File: config.mk
export PLATFORM = sky130hd
export DESIGN_NAME = sm_divider
export DESIGN_NICKNAME = d
export VERILOG_FILES = /design/src/rtl/sm_div_pkg.sv /design/src/rtl/sm_div_precheck.sv /design/src/rtl/sm_div_step.sv /design/src/rtl/sm_div_counter.sv /design/src/rtl/sm_divider.sv
export SDC_FILE = /design/constraint.sdc
export NUM_CORES = 1
export LEC_CHECK = 0
export CAP_MARGIN = 5
export CORE_UTILIZATION = 45
export CTS_BUF_LIST = sky130_fd_sc_hd__clkbuf_16
export DETAILED_ROUTE_END_ITERATION = 12
export DONT_BUFFER_PORTS = 1
export GPL_TIMING_DRIVEN = 0
export PLACE_DENSITY_LB_ADDON = 0.08
export SETUP_SLACK_MARGIN = 0.5
export SYNTH_ARGS = -nofsm -noshare
export SYNTH_HDL_FRONTEND = slang
export SYNTH_SLANG_ARGS = --single-unit
File: constraint.sdc
create_clock -name clk_i -period 2.9 [get_ports clk_i]
set_clock_uncertainty 0.15 [all_clocks]
set_input_delay 0.435 -clock clk_i [delete_from_list [all_inputs] [get_ports clk_i]]
set_output_delay 0.435 -clock clk_i [all_outputs]
set_load 0.05 [all_outputs]
File: src/rtl/sm_div_pkg.sv
package sm_div_pkg;
  typedef enum logic {
    ST_IDLE = 1'b0,
    ST_RUN  = 1'b1
  } div_state_e;
endpackage

File: src/rtl/sm_div_precheck.sv
module sm_div_precheck #(
  parameter int MAG_W = 35
) (
  input  logic [MAG_W-1:0] div_mag_i,
  input  logic [MAG_W-1:0] hi_mag_i,
  output logic             reject_o
);
  // quotient overflows unless divisor strictly exceeds high dividend
  assign reject_o = (div_mag_i <= hi_mag_i);
endmodule

File: src/rtl/sm_div_step.sv
module sm_div_step #(
  parameter int MAG_W = 35
) (
  input  logic [MAG_W-1:0] rem_i,
  input  logic [MAG_W-1:0] quo_i,
  input  logic [MAG_W-1:0] div_i,
  output logic [MAG_W-1:0] rem_o,
  output logic [MAG_W-1:0] quo_o
);
  logic [MAG_W:0] shifted;
  logic [MAG_W:0] diff;
  logic           fits;

  assign shifted = {rem_i, quo_i[MAG_W-1]};
  assign diff    = shifted - {1'b0, div_i};
  assign fits    = (shifted >= {1'b0, div_i});
  assign rem_o   = fits ? diff[MAG_W-1:0] : shifted[MAG_W-1:0];
  assign quo_o   = {quo_i[MAG_W-2:0], fits};
endmodule

File: src/rtl/sm_div_counter.sv
module sm_div_counter #(
  parameter int ITERS = 35,
  localparam int CW = $clog2(ITERS + 1)
) (
  input  logic clk_i,
  input  logic rst_ni,
  input  logic load_i,
  input  logic en_i,
  output logic last_o
);
  logic [CW-1:0] cnt_q;

  always_ff @(posedge clk_i or negedge rst_ni) begin
    if (!rst_ni)     cnt_q <= '0;
    else if (load_i) cnt_q <= '0;
    else if (en_i)   cnt_q <= cnt_q + 1'b1;
  end

  assign last_o = (cnt_q == CW'(ITERS - 1));

  p_cnt_bound_r7: assert property (@(posedge clk_i) disable iff (!rst_ni)
    en_i && !load_i |-> cnt_q < CW'(ITERS));
endmodule

File: src/rtl/sm_divider.sv
module sm_divider
  import sm_div_pkg::*;
#(
  parameter int MAG_W = 35,
  localparam int W = MAG_W + 1
) (
  input  logic         clk_i,
  input  logic         rst_ni,
  input  logic         start_i,
  input  logic         clr_i,
  input  logic [W-1:0] div_i,
  input  logic [W-1:0] acc_i,
  input  logic [MAG_W-1:0] mq_i,
  output logic [W-1:0] acc_o,
  output logic [W-1:0] mq_o,
  output logic         divchk_o,
  output logic         halt_o,
  output logic         busy_o,
  output logic         done_o
);
  div_state_e       state_q;
  logic [MAG_W-1:0] rem_q, quo_q, dvs_q;
  logic             rem_sgn_q, quo_sgn_q;
  logic             divchk_q, halt_q, done_q;
  logic [MAG_W-1:0] rem_n, quo_n;
  logic             reject, last, accept;

  assign accept = start_i && (state_q == ST_IDLE);

  sm_div_precheck #(.MAG_W(MAG_W)) u_pre (
    .div_mag_i(div_i[MAG_W-1:0]),
    .hi_mag_i (acc_i[MAG_W-1:0]),
    .reject_o (reject)
  );

  sm_div_step #(.MAG_W(MAG_W)) u_step (
    .rem_i(rem_q),
    .quo_i(quo_q),
    .div_i(dvs_q),
    .rem_o(rem_n),
    .quo_o(quo_n)
  );

  sm_div_counter #(.ITERS(MAG_W)) u_cnt (
    .clk_i (clk_i),
    .rst_ni(rst_ni),
    .load_i(accept),
    .en_i  (state_q == ST_RUN),
    .last_o(last)
  );

  always_ff @(posedge clk_i or negedge rst_ni) begin
    if (!rst_ni) begin
      state_q   <= ST_IDLE;
      rem_q     <= '0;
      quo_q     <= '0;
      dvs_q     <= '0;
      rem_sgn_q <= 1'b0;
      quo_sgn_q <= 1'b0;
      halt_q    <= 1'b0;
      done_q    <= 1'b0;
    end else begin
      halt_q <= 1'b0;
      done_q <= 1'b0;
      if (accept) begin
        // both paths load identically; reject just never runs
        rem_q     <= acc_i[MAG_W-1:0];
        quo_q     <= mq_i;
        dvs_q     <= div_i[MAG_W-1:0];
        rem_sgn_q <= acc_i[MAG_W];
        quo_sgn_q <= acc_i[MAG_W] ^ div_i[MAG_W];
        if (reject) begin
          halt_q <= 1'b1;
          done_q <= 1'b1;
        end else begin
          state_q <= ST_RUN;
        end
      end else if (state_q == ST_RUN) begin
        rem_q <= rem_n;
        quo_q <= quo_n;
        if (last) begin
          state_q <= ST_IDLE;
          done_q  <= 1'b1;
        end
      end
    end
  end

  // sticky flag, set wins over clear
  always_ff @(posedge clk_i or negedge rst_ni) begin
    if (!rst_ni)               divchk_q <= 1'b0;
    else if (accept && reject) divchk_q <= 1'b1;
    else if (clr_i)            divchk_q <= 1'b0;
  end

  assign acc_o    = {rem_sgn_q, rem_q};
  assign mq_o     = {quo_sgn_q, quo_q};
  assign divchk_o = divchk_q;
  assign halt_o   = halt_q;
  assign busy_o   = (state_q == ST_RUN);
  assign done_o   = done_q;

  p_halt_sets_chk_r1: assert property (@(posedge clk_i) disable iff (!rst_ni)
    halt_o |-> divchk_o && done_o && !busy_o);
  p_fail_mq_sign_r2: assert property (@(posedge clk_i) disable iff (!rst_ni)
    $rose(halt_o) |-> mq_o[MAG_W] == ($past(div_i[MAG_W]) ^ $past(acc_i[MAG_W])));
  p_partial_lt_div_r4: assert property (@(posedge clk_i) disable iff (!rst_ni)
    busy_o |-> rem_q < dvs_q);
  p_chk_sticky_r6: assert property (@(posedge clk_i) disable iff (!rst_ni)
    divchk_o && !clr_i |=> divchk_o);
  p_done_pulse_r7: assert property (@(posedge clk_i) disable iff (!rst_ni)
    done_o |=> !done_o);
  p_done_not_busy_r7: assert property (@(posedge clk_i) disable iff (!rst_ni)
    done_o |-> !busy_o);
  p_signs_hold_r8: assert property (@(posedge clk_i) disable iff (!rst_ni)
    busy_o && $past(busy_o) |-> $stable(acc_o[MAG_W]) && $stable(mq_o[MAG_W]));
endmodule

==> impl_metrics.toml, run 1 <==
[route]
drt-wirelength-per-cell_um = 20.4
vias = 7632
avgViaCountPerCell = 5.82
drt_iter0_drc = 465
ant_nets = 0
routed_wl_um = 26700
drcViolationCount = 3
drt_first_pass_iters = 12

[finish]
nets = 1254
n_antenna_cell = 0
drive_above_1_share_pct = 17.2
fillers = 1687
area_growth_syn_to_layout_pct = 23.6
final_cells = 1312

[timing]
fin_ws_ps = -291
hold_ws_ps = -446
hold_viol_final = 117
worst_pin_slew_ps = 962
setup_viol = 36
max_slew_margin_pct = 35.9
drv_slew = 0
fin_crit_ps = 3190
max_freq_mhz = 313
rsz0062_at_grt = "true"
min_period_over_period_pct = 110

[worst_setup_path]
endpoint_kind = "register"
critPathLaunchType = "register"
cp_slowest_cell = "dfrtp_4"
max_stage_delay_ps = 550
crit_top_cell = "a211oi_2"
cp_cell_sequence = "inv_2, ha_4, fa_2, nor2b_4, o2111ai_4, a211oi_2, a211oi_2, a21oi_2, a41oi_2, buf_6, buf_8, o211ai_1, o21ai_1"
critPathKind = "register to register"
path_max_fanout = 10
crit_required_ps = 3050
r2r-start = "quo_q[34]$_DFFE_PN0P_"
worstPathArrival_ps = 3340
crit_path_start = "quo_q[34]$_DFFE_PN0P_"

[global_routing]
grt_max_degree = 118
grt_antenna_before_repair = 0
grt-ovfl-total = 0
grt_pass1_wl_um = 42100
grt_pass1_vias = 7705
grtUsageTotal_pct = 28.2

[floorplanning]
dieHeight_um = 139
die-area_um2 = 19300
start_util_pct = 46.5
die_w_um = 139
fp.coreArea_um2 = 18100
io_pins = 187
rows = 49

[cts]
clkSinkCount = 117
clock_path_buffers = 2
cts-root-buf = "clkbuf_16"
numCtsBuffers = 17
clkTransAtPathRegs_ps = 60
ctsHoldBuffers = 33
htreeDepth = 4
cts_tree = "done"
clock_latency_ps = 430

[synthesis]
synth-edff-count = 0
synth_cells = 999
synth_top_area_share_pct = 34.7
syn_nets = 1183
synth_most_common_cell = "dfrtp_1"
netlist_area_um2 = 8440
avgSynthCellArea_um2 = 8.45
yosysTopAreaCell = "dfrtp_1"
async_reset_ff_share_pct = 100
synth.distinct_cells = 61
synth_area_leaders = "dfrtp_1 35%, ha_1 11%, o21ai_0 6.5%, mux2i_1 6.2%, a21oi_1 5.3%"
ys.warnings.count = 0
synth_ff_type = "dfrtp_1"
ys_ff_latch = 117
ys_seq_area_share_pct = 34.7
synth_commonest_cells = "117 x dfrtp_1, 114 x nand2_1, 109 x o21ai_0"

[place]
io_buffers = 0
gp_congestion = 0.900
dp.cells = 1228
dp_hpwl_um = 19400

[outcome]
status = "finished with violations"
violations = "design-rule violations, negative hold slack, negative setup slack"

[min_path]
hold_class = "primary input to async pin"

[job]
max-cap-violations = 0
worst max-delay path, delay by kind of cell (launching register included):
family	cells	cell delay (ps)
adders and majority gates	2	520
and+or+nand+nor	1	150
AOI/OAI and AO/OA	7	1230
buffers and inverters	3	440
DFF	1	550
kinds of logic (layout without fill, tap and decap cells):
kind of cell               after synthesis  after routing  synth area share (%)
and+or+nand+nor                        258            258                  14.6
buffers and inverters                  145            229                  6.95
adders and majority gates               73             73                  10.9
xor gates and xnor gates                30             30                  3.11
muxes                                   54             54                  6.43
DFF                                    117            117                  34.7
AOI/OAI and AO/OA                      322            322                  23.3
stage by stage:
stage	area (um2)	setup slack, ps	setup TNS, ps	util (%)
floorplan	8690	-36.2	-188	-
global placement	8980	-511	-15150	49.5
detailed placement	8980	-522	-16000	49.5
CTS	10100	-331	-9680	55.8
global route	10400	-412	-12530	57.5
finish	10400	-291	-7720	57.5
cell usage in the layout, fill, tap and decap left out, types with 14 or more instances in the layout:
cell type,netlist,final
nand2_1,114,113
o21ai_0,109,101
inv_1,89,86
dfrtp_1,117,84
a21oi_1,90,77
ha_1,72,54
mux2i_1,52,48
nor2b_1,37,35
a211oi_1,36,34
nor2_1,41,33
dlygate4sd3_1,0,33
clkbuf_1,42,30
dfrtp_2,0,30
a21o_1,22,22
clkbuf_16,0,18
nand4_1,17,17
buf_4,2,16
xor2_1,16,16
a21oi_2,1,14
xnor2_1,14,14
ha_4,0,14
final timing paths:
path / end / slack, ps / cells after the start
max in group asynchronous: rem_q[26]$_DFFE_PN0P_ / 2850 / 0
max: rem_q[15]$_DFFE_PN0P_ / -290 / 13
max reg2reg: rem_q[15]$_DFFE_PN0P_ / -290 / 13
min reg2reg: rem_sgn_q$_DFFE_PN0P_ / 320 / 2
min in group clk_i: dvs_q[11]$_DFFE_PN0P_ / 10 / 2
min: dvs_q[7]$_DFFE_PN0P_ / -450 / 0
state kept, by name, indices dropped and copies added, names as in the netlist:
signal / cells
divchk_o: 1
quo_sgn_q: 1
rem_q: 35
halt_o: 1
u_cnt.cnt_q: 6
rem_sgn_q: 1
busy_o: 1
dvs_q: 35
done_o: 1
quo_q: 35
cell type report:
cell class / instances / area [um2] / area share (%)
Sequential cell: 117 / 2980 / 28.5
Buffer: 56 / 322 / 3.08
Inverter: 89 / 334 / 3.20
Clock inverter: 15 / 151 / 1.45
Timing Repair Buffer: 52 / 526 / 5.04
Multi-Input combinational cell: 737 / 5410 / 51.9
Tap cell: 229 / 287 / 2.75
Clock buffer: 17 / 425 / 4.08
metal layers:
metal / track usage, % / share of wire [%] / up-vias
li1: - / - / 3652
met1: 37.7 / 46 / 3724
met2: 44.7 / 46 / 225
met3: 7.11 / 6.3 / 31
met4: 9.06 / 1.7 / 0
met5: 0 / 0 / -
repair_timing:
item / CTS / global route
setup endpoints to repair: 94 / 76
pin swaps: 23 / 26
gates resized for setup: 37 / 80
hold endpoints to repair: 150 / 117
setup buffers: 12 / 4
gates cloned: 2 / 1
Power of run 1 is left out: the tool's default activity adds up to more than one toggle a clock period on the data nets, which glitch-free logic cannot reach.
==> inputs of run 2 (changes only) <==
--- a/config.mk
+++ b/config.mk
@@ -13,6 +13,7 @@
 export GPL_TIMING_DRIVEN = 0
 export PLACE_DENSITY_LB_ADDON = 0.08
 export SETUP_SLACK_MARGIN = 0.5
+export SKIP_CTS_REPAIR_TIMING = 1
 export SYNTH_ARGS = -nofsm -noshare
 export SYNTH_HDL_FRONTEND = slang
 export SYNTH_SLANG_ARGS = --single-unit
==> run 2 against run 1 <==
Effect of this change: the run still ends with design-rule violations, negative hold slack, negative setup slack left; die area is the same; utilization decreased by 1.2 points; clock-buffer cell count did not move; register-to-register slack worse by 50 ps; critical path depth is 2 lower; first-iteration DRC count grew 18%.
==> impl_metrics.toml, run 2 (synthesis gave the netlist of run 1 again) <==
[min_path]
hold_class = "primary input to async pin"

[finish]
reg_top3 = "dvs_q (35), quo_q (35), rem_q (35)"
layout_commonest_cell = "nand2_1"
final_area_um2 = 10200
fillers = 1700
final_cell_mix = "113 x nand2_1, 104 x o21ai_0, 88 x dfrtp_1"
drive_above_1_share_pct = 16.3
nets = 1236
area_growth_syn_to_layout_pct = 21.1
n_antenna_cell = 0

[timing]
worst_pin_slew_ps = 961
max_freq_mhz = 309
fin_ws_ps = -341
drv_slew = 0
hold_viol_final = 131
fin_crit_ps = 3240
max_slew_margin_pct = 35.9
setup_viol = 35
hold_ws_ps = -445
rsz0062_at_grt = "true"
min_period_over_period_pct = 112

[global_routing]
grt_busiest_layer = "met2"
use_met2_pct = 42.4
grt_antenna_before_repair = 0
grt_pass1_wl_um = 40800
grt_use_met1_pct = 36.7
grt_max_degree = 118
grt_pass1_vias = 7445
use_met3_pct = 8.05
grt-ovfl-total = 0
grtUsageTotal_pct = 27.3

[floorplanning]
dieHeight_um = 139
io_pins = 187
rows = 49
die-area_um2 = 19300
fp.coreArea_um2 = 18100
start_util_pct = 46.5
die_w_um = 139

[worst_setup_path]
worstPathArrival_ps = 3360
crit_required_ps = 3020
max_stage_delay_ps = 540
path_max_fanout = 8
cp_slowest_cell = "dfrtp_2"
critPathLaunchType = "register"
endpoint_kind = "register"
cp_cell_sequence = "ha_4, a21o_1, a2111oi_4, a211oi_2, a211oi_2, a21oi_2, a41oi_2, buf_6, buf_12, mux2i_1, a21oi_1"
critPathKind = "register to register"
crit_top_cell = "a211oi_2"

[cts]
cts_tree = "done"
numCtsBuffers = 17
cts-root-buf = "clkbuf_16"
htreeDepth = 4
clkSinkCount = 117
clock_latency_ps = 430
clock_path_buffers = 2
clkTransAtPathRegs_ps = 60

[route]
drt_first_pass_iters = 12
ant_nets = 0
vias = 7511
drcViolationCount = 3
drt-wirelength-per-cell_um = 20.6
routed_wl_um = 26600
drt_iter0_drc = 551
avgViaCountPerCell = 5.80

[place]
dp_hpwl_um = 19400
dp_slack_ps = -522
io_buffers = 0
postPlaceCellArea_um2 = 8980
gp_congestion = 0.900

[outcome]
status = "finished with violations"
violations = "design-rule violations, negative hold slack, negative setup slack"

[job]
max-cap-violations = 0
-- run 2: final timing paths --
| check | start | endpoint | slack, ps | cells after the start |
|---|---|---|---|---|
| worst min register to register | rem_sgn_q$_DFFE_PN0P_ | rem_sgn_q$_DFFE_PN0P_ | 320 | 2 |
| min in group clk_i | div_i[19] | dvs_q[19]$_DFFE_PN0P_ | -20 | 2 |
| worst min-delay path | rst_ni | dvs_q[7]$_DFFE_PN0P_ | -450 | 0 |
| max in group asynchronous | rst_ni | rem_q[26]$_DFFE_PN0P_ | 2850 | 0 |
| worst max-delay path | rem_q[3]$_DFFE_PN0P_ | rem_q[11]$_DFFE_PN0P_ | -340 | 11 |
| worst max register to register | rem_q[3]$_DFFE_PN0P_ | rem_q[11]$_DFFE_PN0P_ | -340 | 11 |
-- run 2: cell type report --
class | count | area, um2 | share of cell area [%]
Multi-Input combinational cell | 737 | 5390 | 52.7
Sequential cell | 117 | 2970 | 29.1
Inverter | 89 | 334 | 3.27
Tap cell | 229 | 287 | 2.80
Clock inverter | 15 | 151 | 1.48
Buffer | 56 | 320 | 3.13
Timing Repair Buffer | 34 | 349 | 3.41
Clock buffer | 17 | 425 | 4.16
-- run 2: worst max-delay path, delay by kind of cell, from the launching register on --
kind	cells	cell delay, ps
compound gates	7	1500
buf+inv	2	400
mux	1	220
flops	1	540
fa+ha+maj	1	290
-- run 2: per-layer routing --
layer	up-vias	share of wire, %
li1	3616	-
met1	3636	46
met2	233	45
met3	26	7.2
met4	0	1.2
met5	-	0
-- run 2: per-stage QoR --
stage | cells | utilization [%] | hold slack, ps | TNS (ps)
global placement | 1228 | 49.5 | -4.38 | -15150
global route | 1294 | 56.4 | -460 | -13590
floorplan | 999 | - | -10.6 | -188
CTS | 1260 | 52.7 | -456 | -16070
finish | 1294 | 56.4 | -445 | -10070
detailed placement | 1228 | 49.5 | -5.25 | -16000
Power of run 2 is left out for the same reason.
==> inputs of run 3 (changes only) <==
--- a/config.mk
+++ b/config.mk
@@ -14,6 +14,7 @@
 export PLACE_DENSITY_LB_ADDON = 0.08
 export SETUP_SLACK_MARGIN = 0.5
 export SKIP_CTS_REPAIR_TIMING = 1
+export SKIP_LAST_GASP = 1
 export SYNTH_ARGS = -nofsm -noshare
 export SYNTH_HDL_FRONTEND = slang
 export SYNTH_SLANG_ARGS = --single-unit
==> run 3 against run 2 <==
Effect of this change: the flow still finishes with violations (design-rule violations, negative hold slack, negative setup slack); hold slack about the same; utilization decreased by 0.055 points; largest cell class unchanged; non-clock buffer count unchanged; critical endpoint unchanged; global-route usage unchanged; fmax increased by 0.32%; cell count unchanged; clock-buffer cell count unchanged; critical path depth unchanged; first-iteration DRC count decreased by 2.2%.
==> impl_metrics.toml, run 3 (synthesis gave the netlist of run 1 again) <==
[worst_setup_path]
crit_top_cell = "a211oi_2"
worstPathArrival_ps = 3360
cp_slowest_cell = "dfrtp_2"
critPathLaunchType = "register"
rrSetupSlack_ps = -330
max_stage_delay_ps = 530
endpoint_kind = "register"
critPathKind = "register to register"
path_max_fanout = 8
crit_required_ps = 3030
cp_cell_sequence = "ha_4, a21o_1, a2111oi_4, a211oi_2, a211oi_2, a21oi_2, a41oi_2, buf_6, buf_12, mux2i_1, a21oi_1"
path_buf_inv = 2
path_delay_family = "compound AO/OA/AOI/OAI gates"

[finish]
fillers = 1703
reg_top3 = "dvs_q (35), quo_q (35), rem_q (35)"
final_area_um2 = 10200
n_antenna_cell = 0
layout_commonest_cell = "nand2_1"
multi_input_area_um2 = 5380
nets = 1236
drive_above_1_share_pct = 16.1
register_area_um2 = 2970
final_cell_mix = "113 x nand2_1, 104 x o21ai_0, 88 x dfrtp_1"
area_growth_syn_to_layout_pct = 21.0

[route]
drt-wirelength-per-cell_um = 20.6
avgViaCountPerCell = 5.83
vias = 7549
drt_iter0_drc = 539
wl_met1_um = 12400
routed-wl-met2_um = 12100
drcViolationCount = 3
met3_length_um = 1800
drt_first_pass_iters = 12
routed_wl_um = 26600
ant_nets = 0
highest_layer = "met4"

[global_routing]
grtUsageTotal_pct = 27.3
grt_antenna_before_repair = 0
grt_max_degree = 118
grt_pass1_wl_um = 40800
grt-ovfl-total = 0
grt_pass1_vias = 7445

[outcome]
status = "finished with violations"
violations = "design-rule violations, negative hold slack, negative setup slack"

[place]
gp_congestion = 0.900
postPlaceCellArea_um2 = 8980
dp_hpwl_um = 19400
io_buffers = 0

[timing]
max_slew_margin_pct = 34.9
min_period_over_period_pct = 111
setup_viol = 35
worst_pin_slew_ps = 976
hold_ws_ps = -445
fin_crit_ps = 3230
hold_viol_final = 131
rsz0062_at_grt = "true"
fin_ws_ps = -331
max_freq_mhz = 310
drv_slew = 0

[min_path]
hold_class = "primary input to async pin"

[cts]
numCtsBuffers = 17
cts-root-buf = "clkbuf_16"
cts_tree = "done"
clock_path_buffers = 2
htreeDepth = 4
clock_latency_ps = 430
clkTransAtPathRegs_ps = 60
clkSinkCount = 117

[floorplanning]
fp.coreArea_um2 = 18100
dieHeight_um = 139
die-area_um2 = 19300
die_w_um = 139
io_pins = 187
rows = 49
start_util_pct = 46.5

[job]
max-cap-violations = 0
## run 3: worst reg2reg max path, cell delays in order, from the launching register on
cell,delay [ps]
dfrtp_2,530
ha_4,290
a21o_1,190
a2111oi_4,430
a211oi_2,150
a211oi_2,220
a21oi_2,120
a41oi_2,290
buf_6,240
buf_12,160
mux2i_1,220
a21oi_1,90
## run 3: final cells by class
type,instances,share of cell area (%)
clock inverters,15,1.48
clock buffers,17,4.16
flip-flops and latches,117,29.1
multi-input cells,737,52.6
well taps,229,2.80
plain buffers,56,3.14
inverters,89,3.27
repair buffers,34,3.42
## run 3: through the flow
| stage | util (%) | std cells | hold slack, ps | setup slack, ps | TNS (ps) |
|---|---|---|---|---|---|
| 2_1_floorplan | - | 999 | -10.6 | -36.2 | -188 |
| 3_3_place_gp | 49.5 | 1228 | -4.38 | -511 | -15150 |
| 3_5_place_dp | 49.5 | 1228 | -5.25 | -522 | -16000 |
| 4_1_cts | 52.7 | 1260 | -456 | -589 | -16070 |
| 5_1_grt | 56.3 | 1294 | -460 | -432 | -13580 |
| 6_report | 56.3 | 1294 | -445 | -331 | -9870 |
## run 3: path summary, 6_finish.rpt
kind | startpoint | endpoint | cells past startpoint
max | rem_q[3]$_DFFE_PN0P_ | rem_q[11]$_DFFE_PN0P_ | 11
min | rst_ni | dvs_q[7]$_DFFE_PN0P_ | 0
max reg2reg | rem_q[3]$_DFFE_PN0P_ | rem_q[11]$_DFFE_PN0P_ | 11
min reg2reg | rem_sgn_q$_DFFE_PN0P_ | rem_sgn_q$_DFFE_PN0P_ | 2
max in group asynchronous | rst_ni | rem_q[26]$_DFFE_PN0P_ | 0
min in group clk_i | div_i[19] | dvs_q[19]$_DFFE_PN0P_ | 2
## run 3: layer usage
layer | vias to the layer above | global-route usage [%]
met2 | 226 | 42.4
met3 | 27 | 8.05
li1 | 3622 | -
met1 | 3674 | 36.7
met4 | 0 | 7.89
met5 | - | 0
Power of run 3 is left out for the same reason.
